**src/rtl/spi_cmd_pkg.sv**
```systemverilog
package spi_cmd_pkg;
   typedef enum logic [1:0] {
      SQ_IDLE,
      SQ_LOAD,
      SQ_WAIT,
      SQ_TAIL
   } seq_state_e;

   typedef struct packed {
      logic mode;
      logic readback;
      logic skip_rd;
   } ctrl_hold_t;

   localparam int CTRL_GO_BIT   = 0;
   localparam int CTRL_CLR_BIT  = 1;
   localparam int CTRL_SKIP_BIT = 2;
   localparam int CTRL_RB_BIT   = 3;
   localparam int CTRL_MODE_BIT = 4;
endpackage

```
**src/rtl/spi_cmd_regs.sv**
```systemverilog
module spi_cmd_regs
   import spi_cmd_pkg::*;
#(
   parameter int DATA_W = 8,
   parameter int LEN_W  = 4,
   parameter int ADDR_W = 8,
   parameter logic [ADDR_W-1:0] QUEUE_ADDR = 8'h90,
   parameter logic [ADDR_W-1:0] RXP_ADDR   = 8'h91,
   parameter logic [ADDR_W-1:0] SIZE_ADDR  = 8'h92,
   parameter logic [ADDR_W-1:0] CTRL_ADDR  = 8'h93,
   parameter logic [ADDR_W-1:0] LOCK_ADDR  = 8'hB3,
   parameter logic [DATA_W-1:0] OPEN_CODE  = 8'h10,
   parameter logic [DATA_W-1:0] SHUT_CODE  = 8'h00
) (
   input  logic              clk,
   input  logic              rst_n,
   input  logic              host_wr,
   input  logic              host_rd,
   input  logic [ADDR_W-1:0] host_addr,
   input  logic [DATA_W-1:0] host_wdata,
   output logic [DATA_W-1:0] host_rdata,
   input  logic              busy,
   input  logic              seq_done,
   input  logic              rx_we,
   input  logic [DATA_W-1:0] rx_byte,
   input  logic [LEN_W-1:0]  tx_idx,
   output logic [DATA_W-1:0] tx_byte,
   output logic [LEN_W-1:0]  wr_len,
   output logic [LEN_W-1:0]  rd_len_m1,
   output logic              skip_rd,
   output logic              go,
   output logic              unlocked,
   output logic [LEN_W:0]    rx_rptr,
   output logic [LEN_W:0]    rx_wptr
);
   localparam int DEPTH = 1 << LEN_W;
   localparam int PW    = LEN_W + 1;
   localparam logic [PW-1:0] FULL = PW'(DEPTH);

   logic [DATA_W-1:0] q_mem  [DEPTH];
   logic [DATA_W-1:0] rx_mem [DEPTH];
   logic [PW-1:0]     q_ptr;
   logic [LEN_W-1:0]  wlen_q, rlen_q;
   ctrl_hold_t        hold_q;
   logic              open_q;

   logic sel_q, sel_rx, sel_sz, sel_ct, sel_lk, wr_ok, clr, q_push, rx_pop;

   assign sel_q  = (host_addr == QUEUE_ADDR);
   assign sel_rx = (host_addr == RXP_ADDR);
   assign sel_sz = (host_addr == SIZE_ADDR);
   assign sel_ct = (host_addr == CTRL_ADDR);
   assign sel_lk = (host_addr == LOCK_ADDR);
   assign wr_ok  = host_wr & open_q & ~busy;
   assign go     = wr_ok & sel_ct & host_wdata[CTRL_GO_BIT];
   assign clr    = wr_ok & sel_ct & host_wdata[CTRL_CLR_BIT];
   assign q_push = wr_ok & sel_q & (q_ptr < FULL);
   assign rx_pop = host_rd & sel_rx & (rx_rptr < rx_wptr);

   always_ff @(posedge clk or negedge rst_n) begin
      if (!rst_n) begin
         open_q  <= 1'b0;
         wlen_q  <= '0;
         rlen_q  <= '0;
         hold_q  <= '0;
         q_ptr   <= '0;
         rx_wptr <= '0;
         rx_rptr <= '0;
      end else begin
         if (host_wr && sel_lk) begin
            if (host_wdata == OPEN_CODE)      open_q <= 1'b1;
            else if (host_wdata == SHUT_CODE) open_q <= 1'b0;
         end
         if (wr_ok && sel_sz) begin
            wlen_q <= host_wdata[LEN_W-1:0];
            rlen_q <= host_wdata[2*LEN_W-1:LEN_W];
         end
         if (wr_ok && sel_ct) begin
            hold_q.mode     <= host_wdata[CTRL_MODE_BIT];
            hold_q.readback <= host_wdata[CTRL_RB_BIT];
            hold_q.skip_rd  <= host_wdata[CTRL_SKIP_BIT];
         end
         if (clr || seq_done)  q_ptr <= '0;
         else if (q_push)      q_ptr <= q_ptr + 1'b1;
         if (clr || go)        rx_wptr <= '0;
         else if (rx_we && rx_wptr < FULL) rx_wptr <= rx_wptr + 1'b1;
         if (clr || go)        rx_rptr <= '0;
         else if (rx_pop)      rx_rptr <= rx_rptr + 1'b1;
      end
   end

   always_ff @(posedge clk) begin
      if (q_push) q_mem[q_ptr[LEN_W-1:0]] <= host_wdata;
      if (rx_we && rx_wptr < FULL) rx_mem[rx_wptr[LEN_W-1:0]] <= rx_byte;
   end

   assign tx_byte   = ({1'b0, tx_idx} < q_ptr) ? q_mem[tx_idx] : '0;
   assign wr_len    = wlen_q;
   assign rd_len_m1 = rlen_q;
   assign skip_rd   = hold_q.skip_rd;
   assign unlocked  = open_q;

   always_comb begin
      host_rdata = '0;
      if (sel_sz) begin
         host_rdata[2*LEN_W-1:0] = {rlen_q, wlen_q};
      end else if (sel_ct) begin
         host_rdata[CTRL_GO_BIT]   = busy;
         host_rdata[CTRL_SKIP_BIT] = hold_q.skip_rd;
         host_rdata[CTRL_RB_BIT]   = hold_q.readback;
         host_rdata[CTRL_MODE_BIT] = hold_q.mode;
      end else if (sel_rx) begin
         if (rx_rptr < rx_wptr) host_rdata = rx_mem[rx_rptr[LEN_W-1:0]];
      end else if (sel_lk) begin
         host_rdata = open_q ? OPEN_CODE : SHUT_CODE;
      end
   end
endmodule

```
**src/rtl/spi_cmd_shifter.sv**
```systemverilog
module spi_cmd_shifter #(
   parameter int DATA_W   = 8,
   parameter int SCK_HALF = 2
) (
   input  logic              clk,
   input  logic              rst_n,
   input  logic              start,
   input  logic [DATA_W-1:0] tx,
   input  logic              miso,
   output logic              sclk,
   output logic              mosi,
   output logic              done,
   output logic [DATA_W-1:0] rx
);
   localparam int HW = $clog2(2 * DATA_W);
   localparam logic [HW-1:0] LAST_HALF = HW'(2 * DATA_W - 1);

   logic              active, tick;
   logic [HW-1:0]     half;
   logic [DATA_W-1:0] sh;

   generate
      if (SCK_HALF == 1) begin : g_nodiv
         assign tick = active;
      end else begin : g_div
         localparam int DW = $clog2(SCK_HALF);
         localparam logic [DW-1:0] DIV_END = DW'(SCK_HALF - 1);
         logic [DW-1:0] div;
         always_ff @(posedge clk or negedge rst_n) begin
            if (!rst_n)                  div <= '0;
            else if (start || !active)   div <= '0;
            else if (div == DIV_END)     div <= '0;
            else                         div <= div + 1'b1;
         end
         assign tick = active && (div == DIV_END);
      end
   endgenerate

   always_ff @(posedge clk or negedge rst_n) begin
      if (!rst_n) begin
         active <= 1'b0;
         sclk   <= 1'b0;
         half   <= '0;
         sh     <= '0;
         rx     <= '0;
         done   <= 1'b0;
      end else begin
         done <= 1'b0;
         if (start) begin
            active <= 1'b1;
            sh     <= tx;
            half   <= '0;
            sclk   <= 1'b0;
         end else if (tick) begin
            sclk <= ~sclk;
            half <= half + 1'b1;
            if (!sclk) begin
               rx <= {rx[DATA_W-2:0], miso};
            end else if (half == LAST_HALF) begin
               active <= 1'b0;
               done   <= 1'b1;
            end else begin
               sh <= {sh[DATA_W-2:0], 1'b0};
            end
         end
      end
   end

   assign mosi = active & sh[DATA_W-1];
endmodule

```
**src/rtl/spi_cmd_seq.sv**
```systemverilog
module spi_cmd_seq
   import spi_cmd_pkg::*;
#(
   parameter int DATA_W   = 8,
   parameter int LEN_W    = 4,
   parameter int SCK_HALF = 2
) (
   input  logic              clk,
   input  logic              rst_n,
   input  logic              go,
   input  logic [LEN_W-1:0]  wr_len,
   input  logic [LEN_W-1:0]  rd_len_m1,
   input  logic              skip_rd,
   input  logic [DATA_W-1:0] tx_byte,
   output logic [LEN_W-1:0]  tx_idx,
   input  logic              shift_done,
   output logic              shift_start,
   output logic [DATA_W-1:0] shift_tx,
   output logic              rx_we,
   output logic              busy,
   output logic              seq_done,
   output logic              cs_n
);
   localparam int IW = LEN_W + 2;
   localparam int TW = $clog2(2 * SCK_HALF) + 1;
   localparam logic [TW-1:0] TAIL_END = TW'(2 * SCK_HALF - 2);

   seq_state_e    state;
   logic [IW-1:0] idx, last_idx;
   logic [TW-1:0] tail_cnt;
   logic          write_phase;

   assign last_idx    = IW'(wr_len) + (skip_rd ? '0 : IW'(rd_len_m1) + 1'b1);
   assign write_phase = (idx <= IW'(wr_len));
   assign tx_idx      = idx[LEN_W-1:0];
   assign shift_tx    = write_phase ? tx_byte : '0;
   assign shift_start = (state == SQ_LOAD);
   assign rx_we       = (state == SQ_WAIT) && shift_done && !write_phase;
   assign seq_done    = (state == SQ_TAIL) && (tail_cnt == TAIL_END);
   assign busy        = (state != SQ_IDLE);

   always_ff @(posedge clk or negedge rst_n) begin
      if (!rst_n) begin
         state    <= SQ_IDLE;
         idx      <= '0;
         tail_cnt <= '0;
         cs_n     <= 1'b1;
      end else begin
         unique case (state)
            SQ_IDLE: if (go) begin
               state <= SQ_LOAD;
               idx   <= '0;
               cs_n  <= 1'b0;
            end
            SQ_LOAD: state <= SQ_WAIT;
            SQ_WAIT: if (shift_done) begin
               if (idx == last_idx) begin
                  state    <= SQ_TAIL;
                  tail_cnt <= '0;
               end else begin
                  idx   <= idx + 1'b1;
                  state <= SQ_LOAD;
               end
            end
            SQ_TAIL: if (tail_cnt == TAIL_END) begin
               state <= SQ_IDLE;
               cs_n  <= 1'b1;
            end else begin
               tail_cnt <= tail_cnt + 1'b1;
            end
            default: state <= SQ_IDLE;
         endcase
      end
   end
endmodule

```
**src/rtl/spi_cmd_engine.sv**
```systemverilog
module spi_cmd_engine #(
   parameter int DATA_W   = 8,
   parameter int LEN_W    = 4,
   parameter int ADDR_W   = 8,
   parameter int SCK_HALF = 2,
   parameter logic [ADDR_W-1:0] QUEUE_ADDR = 8'h90,
   parameter logic [ADDR_W-1:0] RXP_ADDR   = 8'h91,
   parameter logic [ADDR_W-1:0] SIZE_ADDR  = 8'h92,
   parameter logic [ADDR_W-1:0] CTRL_ADDR  = 8'h93,
   parameter logic [ADDR_W-1:0] LOCK_ADDR  = 8'hB3
) (
   input  logic              clk,
   input  logic              rst_n,
   input  logic              host_wr,
   input  logic              host_rd,
   input  logic [ADDR_W-1:0] host_addr,
   input  logic [DATA_W-1:0] host_wdata,
   output logic [DATA_W-1:0] host_rdata,
   output logic              spi_sclk,
   output logic              spi_mosi,
   input  logic              spi_miso,
   output logic              spi_cs_n
);
   generate
      if (SCK_HALF < 1) begin : g_bad_half
         $error("SCK_HALF must be at least 1");
      end
      if (LEN_W < 2 || 2 * LEN_W > DATA_W) begin : g_bad_len
         $error("two LEN_W nibbles must fit in one DATA_W byte");
      end
      if (DATA_W < 5) begin : g_bad_data
         $error("DATA_W must hold the five control bits");
      end
   endgenerate

   logic              busy, seq_done, rx_we, go, unlocked, skip_rd;
   logic              shift_start, shift_done;
   logic [DATA_W-1:0] tx_byte, shift_tx, rx_byte;
   logic [LEN_W-1:0]  tx_idx, wr_len, rd_len_m1;
   logic [LEN_W:0]    rx_rptr, rx_wptr;

   spi_cmd_regs #(
      .DATA_W(DATA_W), .LEN_W(LEN_W), .ADDR_W(ADDR_W),
      .QUEUE_ADDR(QUEUE_ADDR), .RXP_ADDR(RXP_ADDR), .SIZE_ADDR(SIZE_ADDR),
      .CTRL_ADDR(CTRL_ADDR), .LOCK_ADDR(LOCK_ADDR)
   ) u_regs (
      .clk(clk), .rst_n(rst_n),
      .host_wr(host_wr), .host_rd(host_rd), .host_addr(host_addr),
      .host_wdata(host_wdata), .host_rdata(host_rdata),
      .busy(busy), .seq_done(seq_done), .rx_we(rx_we), .rx_byte(rx_byte),
      .tx_idx(tx_idx), .tx_byte(tx_byte), .wr_len(wr_len),
      .rd_len_m1(rd_len_m1), .skip_rd(skip_rd), .go(go),
      .unlocked(unlocked), .rx_rptr(rx_rptr), .rx_wptr(rx_wptr)
   );

   spi_cmd_seq #(.DATA_W(DATA_W), .LEN_W(LEN_W), .SCK_HALF(SCK_HALF)) u_seq (
      .clk(clk), .rst_n(rst_n), .go(go), .wr_len(wr_len),
      .rd_len_m1(rd_len_m1), .skip_rd(skip_rd), .tx_byte(tx_byte),
      .tx_idx(tx_idx), .shift_done(shift_done), .shift_start(shift_start),
      .shift_tx(shift_tx), .rx_we(rx_we), .busy(busy),
      .seq_done(seq_done), .cs_n(spi_cs_n)
   );

   spi_cmd_shifter #(.DATA_W(DATA_W), .SCK_HALF(SCK_HALF)) u_shift (
      .clk(clk), .rst_n(rst_n), .start(shift_start), .tx(shift_tx),
      .miso(spi_miso), .sclk(spi_sclk), .mosi(spi_mosi),
      .done(shift_done), .rx(rx_byte)
   );
endmodule

```
**config.mk**
```make
export PLATFORM = sky130hd
export DESIGN_NAME = spi_cmd_engine
export DESIGN_NICKNAME = d
export VERILOG_FILES = /design/src/rtl/spi_cmd_pkg.sv /design/src/rtl/spi_cmd_regs.sv /design/src/rtl/spi_cmd_shifter.sv /design/src/rtl/spi_cmd_seq.sv /design/src/rtl/spi_cmd_engine.sv
export SDC_FILE = /design/constraint.sdc
export NUM_CORES = 1
export LEC_CHECK = 0
export ABC_AREA = 1
export BUFFER_PORTS_ARGS = -buffer_cell sky130_fd_sc_hd__buf_2
export CORE_MARGIN = 3
export CORE_UTILIZATION = 44
export DETAILED_ROUTE_END_ITERATION = 8
export SLEW_MARGIN = 20
export SYNTH_ARGS = -nofsm -noshare
export SYNTH_HDL_FRONTEND = slang
export SYNTH_HIERARCHICAL = 1
export SYNTH_SLANG_ARGS = --single-unit
```
**constraint.sdc**
```tcl
create_clock -name clk -period 3.6 [get_ports clk]
set_clock_uncertainty 0.1 [all_clocks]
set_input_delay 0.72 -clock clk [delete_from_list [all_inputs] [get_ports clk]]
set_output_delay 0.72 -clock clk [all_outputs]
set_load 0.005 [all_outputs]
```
Word-level counts from Yosys, hierarchy flattened
Memories as Yosys holds them, arrays and structs flattened.
Index checks and enable logic that the tools add are counted.
- flip-flop bits (word level): 63
- logic and storage cells: 160
- memories kept: 2
- output and inout port bits: 11
- bits of input ports: 21
- bits in writable memories: 256
- memories (memory ; depth ; width ; rd ports ; clocked after memory_dff ; write ports ; RTL line ; RTL):
    u_regs.q_mem ; 16 ; 8 ; 1 ; 0 ; 1 ; spi_cmd_regs.sv:40 ; logic [DATA_W-1:0] q_mem [DEPTH];
    u_regs.rx_mem ; 16 ; 8 ; 1 ; 0 ; 1 ; spi_cmd_regs.sv:41 ; logic [DATA_W-1:0] rx_mem [DEPTH];
- equal/unequal tests: 19
- add/subtract/negate cells: 9
- bitwise gates (word level): 13
- reductions and logical operators: 34
- mux-type cells: 58
- magnitude comparators: 5
- operators by type and width (cell ; number):
    $mux 8 ; 10
    $eq 8x8->1 const B ; 5
    $mux 5 ; 7
    $mux 6 ; 4
    $mux 1 ; 22
    $reduce_bool 2->1 ; 11
    $add 5x1->5 const B ; 3
    $mux 3 ; 5
    $reduce_and 3->1 ; 5
    $pmux 6 s2 ; 1
    $and 1x1->1 ; 10
    $lt 5x5->1 const B ; 2
    $ne 2x2->1 const B ; 5
    $eq 8x5->1 const B ; 1
    $logic_and 1x1->1 ; 8
    $logic_not 8->1 ; 1
    $mux 2 ; 4
    $mux 4 ; 2
    $pmux 2 s4 ; 1
    $reduce_and 4->1 ; 2
    $add 4x6->6 ; 1
    $add 6x1->6 const B ; 1
    $eq 6x6->1 ; 1
    $le 6x4->1 ; 1
    other kinds (18) ; 25

Longest topological paths before layout
- word-level depth: 7
- depth in mapped cells: 18
- gate-level depth less buffers: 18

By module
Netlist, hierarchy kept.
- modules (own cells, without submodules) (module ; cells each ; instances ; sequential area each (um^2) ; area each (um^2)):
    spi_cmd_regs ; 1096 ; 1 ; 8363.0 ; 12111.6
    spi_cmd_seq ; 186 ; 1 ; 301.5 ; 1260.0
    spi_cmd_shifter ; 132 ; 1 ; 600.6 ; 1144.8

Worst setup path after synthesis
Ideal clock, no wire load.
- path kind: reg2reg
- from: register u_regs.wlen_q[1] (netlist: u_regs/wr_len[1])
- to: memory u_regs.rx_mem[15][0], enable pin
- setup slack: 1.130 ns
- library setup time: 0.374 ns
- path buffers: 0
- arrival time: 1.996 ns
- period minus slack after synthesis: 2.470 ns
- stages on the path, launching flop included: 13
- data required time: 3.126 ns
- path through: dfrtp_1 > inv_1 > ha_1 > a21oi_1 > o211ai_1 > nand2_1 > nor2_1 > nand2_1 > inv_1 > nand2_1 > nor2_1 > inv_1 > nor2_1
- longest elaborated chain between the ends: 6
- RTL lines (item ; RTL line ; RTL):
    start: declaration ; spi_cmd_regs.sv:43 ; logic [LEN_W-1:0] wlen_q, rlen_q;
    start signal: assignment ; spi_cmd_regs.sv:75 ; wlen_q <= host_wdata[LEN_W-1:0];
    $le 6x4->1 ; spi_cmd_seq.sv:34 ; assign write_phase = (idx <= IW'(wr_len));
    $logic_not 1->1 ; spi_cmd_seq.sv:38 ; assign rx_we = (state == SQ_WAIT) && shift_done && !write_phase;
    $logic_and 1x1->1 ; spi_cmd_seq.sv:38 ;
    named net rx_we ; spi_cmd_engine.sv:36 ; logic busy, seq_done, rx_we, go, unlocked, skip_rd;
    $logic_and 1x1->1 ; spi_cmd_regs.sv:94 ; if (rx_we && rx_wptr < FULL) rx_mem[rx_wptr[LEN_W-1:0]] <= rx_byte;
    $mux 1 ; spi_cmd_regs.sv:94 ;
    $mux 1 (not written as such) ; spi_cmd_regs.sv:94 ;
    end: declaration ; spi_cmd_regs.sv:41 ;
The timed path passes the listed nets, and every way through them passes these cells.

Worst setup path in the final report
- from: register u_regs.rx_rptr[1]
- to: output port host_rdata[1]
- longest elaborated chain between the ends: 5
- elaborated cells on any way between the ends: 6
- classes of those cells: order compare: 1; mux: 4; memory: 1
- RTL lines (item ; RTL line ; RTL):
    start: declaration ; spi_cmd_regs.sv:33 ; output logic [LEN_W:0] rx_rptr,
    start signal: assignment ; spi_cmd_regs.sv:88 ; else if (rx_pop) rx_rptr <= rx_rptr + 1'b1;
    $mem_v2 16x8 / $lt 5x5->1 (equally long branches) ; - ;
    $mux 8 (*) ; spi_cmd_regs.sv:113 ; if (rx_rptr < rx_wptr) host_rdata = rx_mem[rx_rptr[LEN_W-1:0]];
    $mux 8 (*) ; spi_cmd_regs.sv:112 ; end else if (sel_rx) begin
    $mux 1 (*) ; spi_cmd_regs.sv:107 ; end else if (sel_ct) begin
    $mux 8 (*) ; spi_cmd_regs.sv:105 ; if (sel_sz) begin
    end: declaration ; spi_cmd_engine.sv:18 ; output logic [DATA_W-1:0] host_rdata,
Mark *: on every way between the ends. The rest lies on a longest branch, timed or not.

==> results.json <==
{
  "status": "finished, final reports clean",
  "portBuffers": 31,
  "post_cts_buffers": 0,
  "grt_pass1_wl_um": 54640,
  "leakage_uw": 0.006707,
  "viasPerCell": 5.307,
  "layoutNonFillerInstCount": 1929,
  "drc": 0,
  "path_cells": "ha_1 -> nand2_1 -> nor2_1 -> o21ai_0 -> nand3_2 -> nor3_2 -> o21ai_0 -> nand2_1 -> buf_2",
  "period_share_pct": 93.50,
  "cts_tree": "built",
  "area_delta_synth_final_pct": 13.69,
  "worst-path-buf-inv": 1,
  "fin_crit_ns": 3.366,
  "grt_max_degree": 69,
  "num_rows": 65,
  "num-nets-final": 1520,
  "critical-path-top-delay-family": "simple AND/OR/NAND/NOR gates",
  "ys_warn_count": 6,
  "syn-cell-area_um2": 14520,
  "cts_root_buffer": "clkbuf_16",
  "reg2reg_from": "u_regs/wr_len[1]",
  "numCtsBuffers": 35,
  "async_flop_share_pct": 19.75,
  "cp_max_fo": 12,
  "required_ns": 2.78,
  "drt_wl_total_um": 34380,
  "min_path_type": "input pin to async pin",
  "fmax_mhz": 297.1,
  "vias": 10240,
  "insertedDiodeCount": 0,
  "dr.pass1.iters": 5,
  "insertion_delay_ns": 0.52,
  "p_per_area_nw_per_um2": 476.8,
  "relSlewSlack_pct": 37.42,
  "detail_route.wl_per_cell_um": 17.82,
  "dp_hpwl_um": 22240,
  "yosysSeqAreaShare_pct": 63.83,
  "clkTransAtPathRegs_ns": 0.06,
  "die_y_um": 187.6,
  "fin_setup_tns_ns": 0,
  "ctsHoldBuffers": 0,
  "finalHoldViolCount": 0,
  "place.gp.congestion": 0.8768,
  "synth-edff-count": 256,
  "drt_iter0_drc": 1056,
  "grt.total_usage_pct": 19.47,
  "max-vdd-ir-drop_mv": 0.3674,
  "syn_avg_cell_area_um2": 10.27,
  "synth_cell_types": 44,
  "cts_sinks": 319,
  "overflow": 0,
  "finalSetupViolCount": 0,
  "worst_slew_pin_slew_ns": 0.9387,
  "synth_seq_cells": 319,
  "antenna_left": 0,
  "rsz0062_at_grt": "false",
  "grt_pass1_vias": 9843,
  "ys.flop_type": "edfxtp_1",
  "synthCells": 1414,
  "cpMaxStageDelayCell": "dfrtp_1",
  "antenna_found_initial": 0,
  "arrival_ns": 2.55,
  "clock_path_buffers": 3,
  "crit_start": "u_regs/rx_rptr[1]",
  "final_layout_size_suffix_gt1_share_pct": 12.45,
  "path_class": "register to output port",
  "drv_slew": 0,
  "dieArea_um2": 35210,
  "initial_utilization_pct": 45.30,
  "maxCapViolCount": 0,
  "critPathMaxStageDelay_ns": 0.63,
  "placedCellCount": 1867,
  "die_x_um": 187.6,
  "htreeDepth": 2,
  "synth_nets": 1465,
  "cp-start-kind": "register",
  "io_pins": 32,
  "core-area_um2": 32040,
  "worst_setup_path_end_kind": "output port"
}
path summary, 6_finish.rpt:
path                       slack (ns)  cells past startpoint             endpoint
setup / recovery                 0.23                      9        host_rdata[1]
hold / removal                   0.26                      1      u_regs/unlocked
setup reg to reg                 0.87                     10  u_regs/rx_mem[6][4]
hold reg to reg                  0.40                      2     u_regs/hold_q[1]
max in group asynchronous        2.22                      2    u_regs/rx_rptr[0]
min in group clk                 0.34                      3        u_shift/rx[0]
logic make-up (layout without fill, tap and decap cells):
group	count (synthesis)	after routing	share of synthesized area, %
flops	319	319	63.83
fa+ha+maj	30	30	2.637
compound gates	150	150	6.008
simple gates	751	751	22.38
buf+inv	154	234	4.551
xor+xnor	10	10	0.6033
layout make-up:
type / count / area [um^2]
clock buffer: 45 / 963.4
clock inverter: 17 / 265.3
fill: 2902 / 15540
timing repair buffer: 73 / 495.5
sequential: 319 / 9268
multi-input combinational: 941 / 4596
inverter: 99 / 371.6
tap: 435 / 544.3
sequential cells by signal, summed over array words and instances, names as in the netlist, 5 cells and up:
| name | count |
|---|---|
| u_regs/rx_rptr | 5 |
| u_shift/sh | 8 |
| u_shift/rx | 8 |
| u_regs/q_ptr | 5 |
| u_regs/rx_wptr | 5 |
| u_seq/idx | 6 |
| u_regs/q_mem | 128 |
| u_regs/rx_mem | 128 |
cell usage after synthesis, types with 15 or more instances:
| library cell | number | area (um^2) |
|---|---|---|
| nand2_1 | 384 | 1441 |
| edfxtp_1 | 256 | 7687 |
| nand3_1 | 155 | 775.7 |
| nor2_1 | 150 | 563.0 |
| inv_1 | 93 | 349.1 |
| dfrtp_1 | 62 | 1551 |
| o21ai_0 | 62 | 310.3 |
| a21oi_1 | 39 | 195.2 |
| ha_1 | 29 | 362.9 |
| buf_2 | 24 | 120.1 |
| o21ai_2 | 17 | 148.9 |
| nor3_1 | 16 | 80.08 |
| o22ai_1 | 15 | 93.84 |
per-stage QoR:
step	total power [uW]	util [%]	cell area, um^2	hold slack, ns	worst slack, ns
after floorplan	4101	-	14520	0.3244	1.130
after global placement	4178	47.65	15270	0.3689	0.4106
after detailed placement	4180	47.65	15270	0.3830	0.3787
after CTS	7938	51.49	16500	0.2763	0.1057
after global routing	8099	51.50	16500	0.3225	0.07434
final	7868	51.50	16500	0.2572	0.2340
power breakdown:
| group | internal [uW] | switching, uW | leakage, uW |
|---|---|---|---|
| Sequential | 3990 | 29.1 | 0.00307 |
| Clock | 2330 | 1430 | 0.000599 |
| Combinational | 16.0 | 64.9 | 0.00304 |
cell usage in the layout, fill, tap and decap left out, drive strengths merged:
cell | netlist | layout
nor3 | 17 | 17
inv | 97 | 97
dfrtp | 62 | 62
o22ai | 15 | 15
nand3 | 159 | 159
ha | 29 | 29
a21oi | 39 | 39
clkinvlp | 0 | 1
bufinv | 0 | 6
nor3b | 2 | 2
nand2 | 401 | 401
clkinv | 2 | 12
o21ai | 82 | 82
a21boi | 5 | 5
o21bai | 2 | 2
o31ai | 1 | 1
nor4 | 2 | 2
buf | 41 | 73
nor2 | 160 | 160
nand3b | 2 | 2
a21o | 1 | 1
xnor2 | 5 | 5
nand4 | 7 | 7
edfxtp | 256 | 256
fa | 1 | 1
o211ai | 2 | 2
xor2 | 5 | 5
dfstp | 1 | 1
a211oi | 3 | 3
and3 | 1 | 1
clkbuf | 14 | 45
routing by layer:
| metal | wire, um | vias to the layer above | global-route usage [%] |
|---|---|---|---|
| met5 | 0 | - | 0 |
| met4 | 492 | 0 | 3.838 |
| met3 | 2150 | 40 | 2.879 |
| met2 | 15460 | 291 | 30.16 |
| met1 | 16280 | 5006 | 29.46 |
| li1 | - | 4900 | - |
what timing repair did:
item	CTS	global route
endpoints found under the setup margin	0	1
endpoints found under the hold margin	0	0
gates resized for setup	0	1
Power figures use the tool's default switching activity.
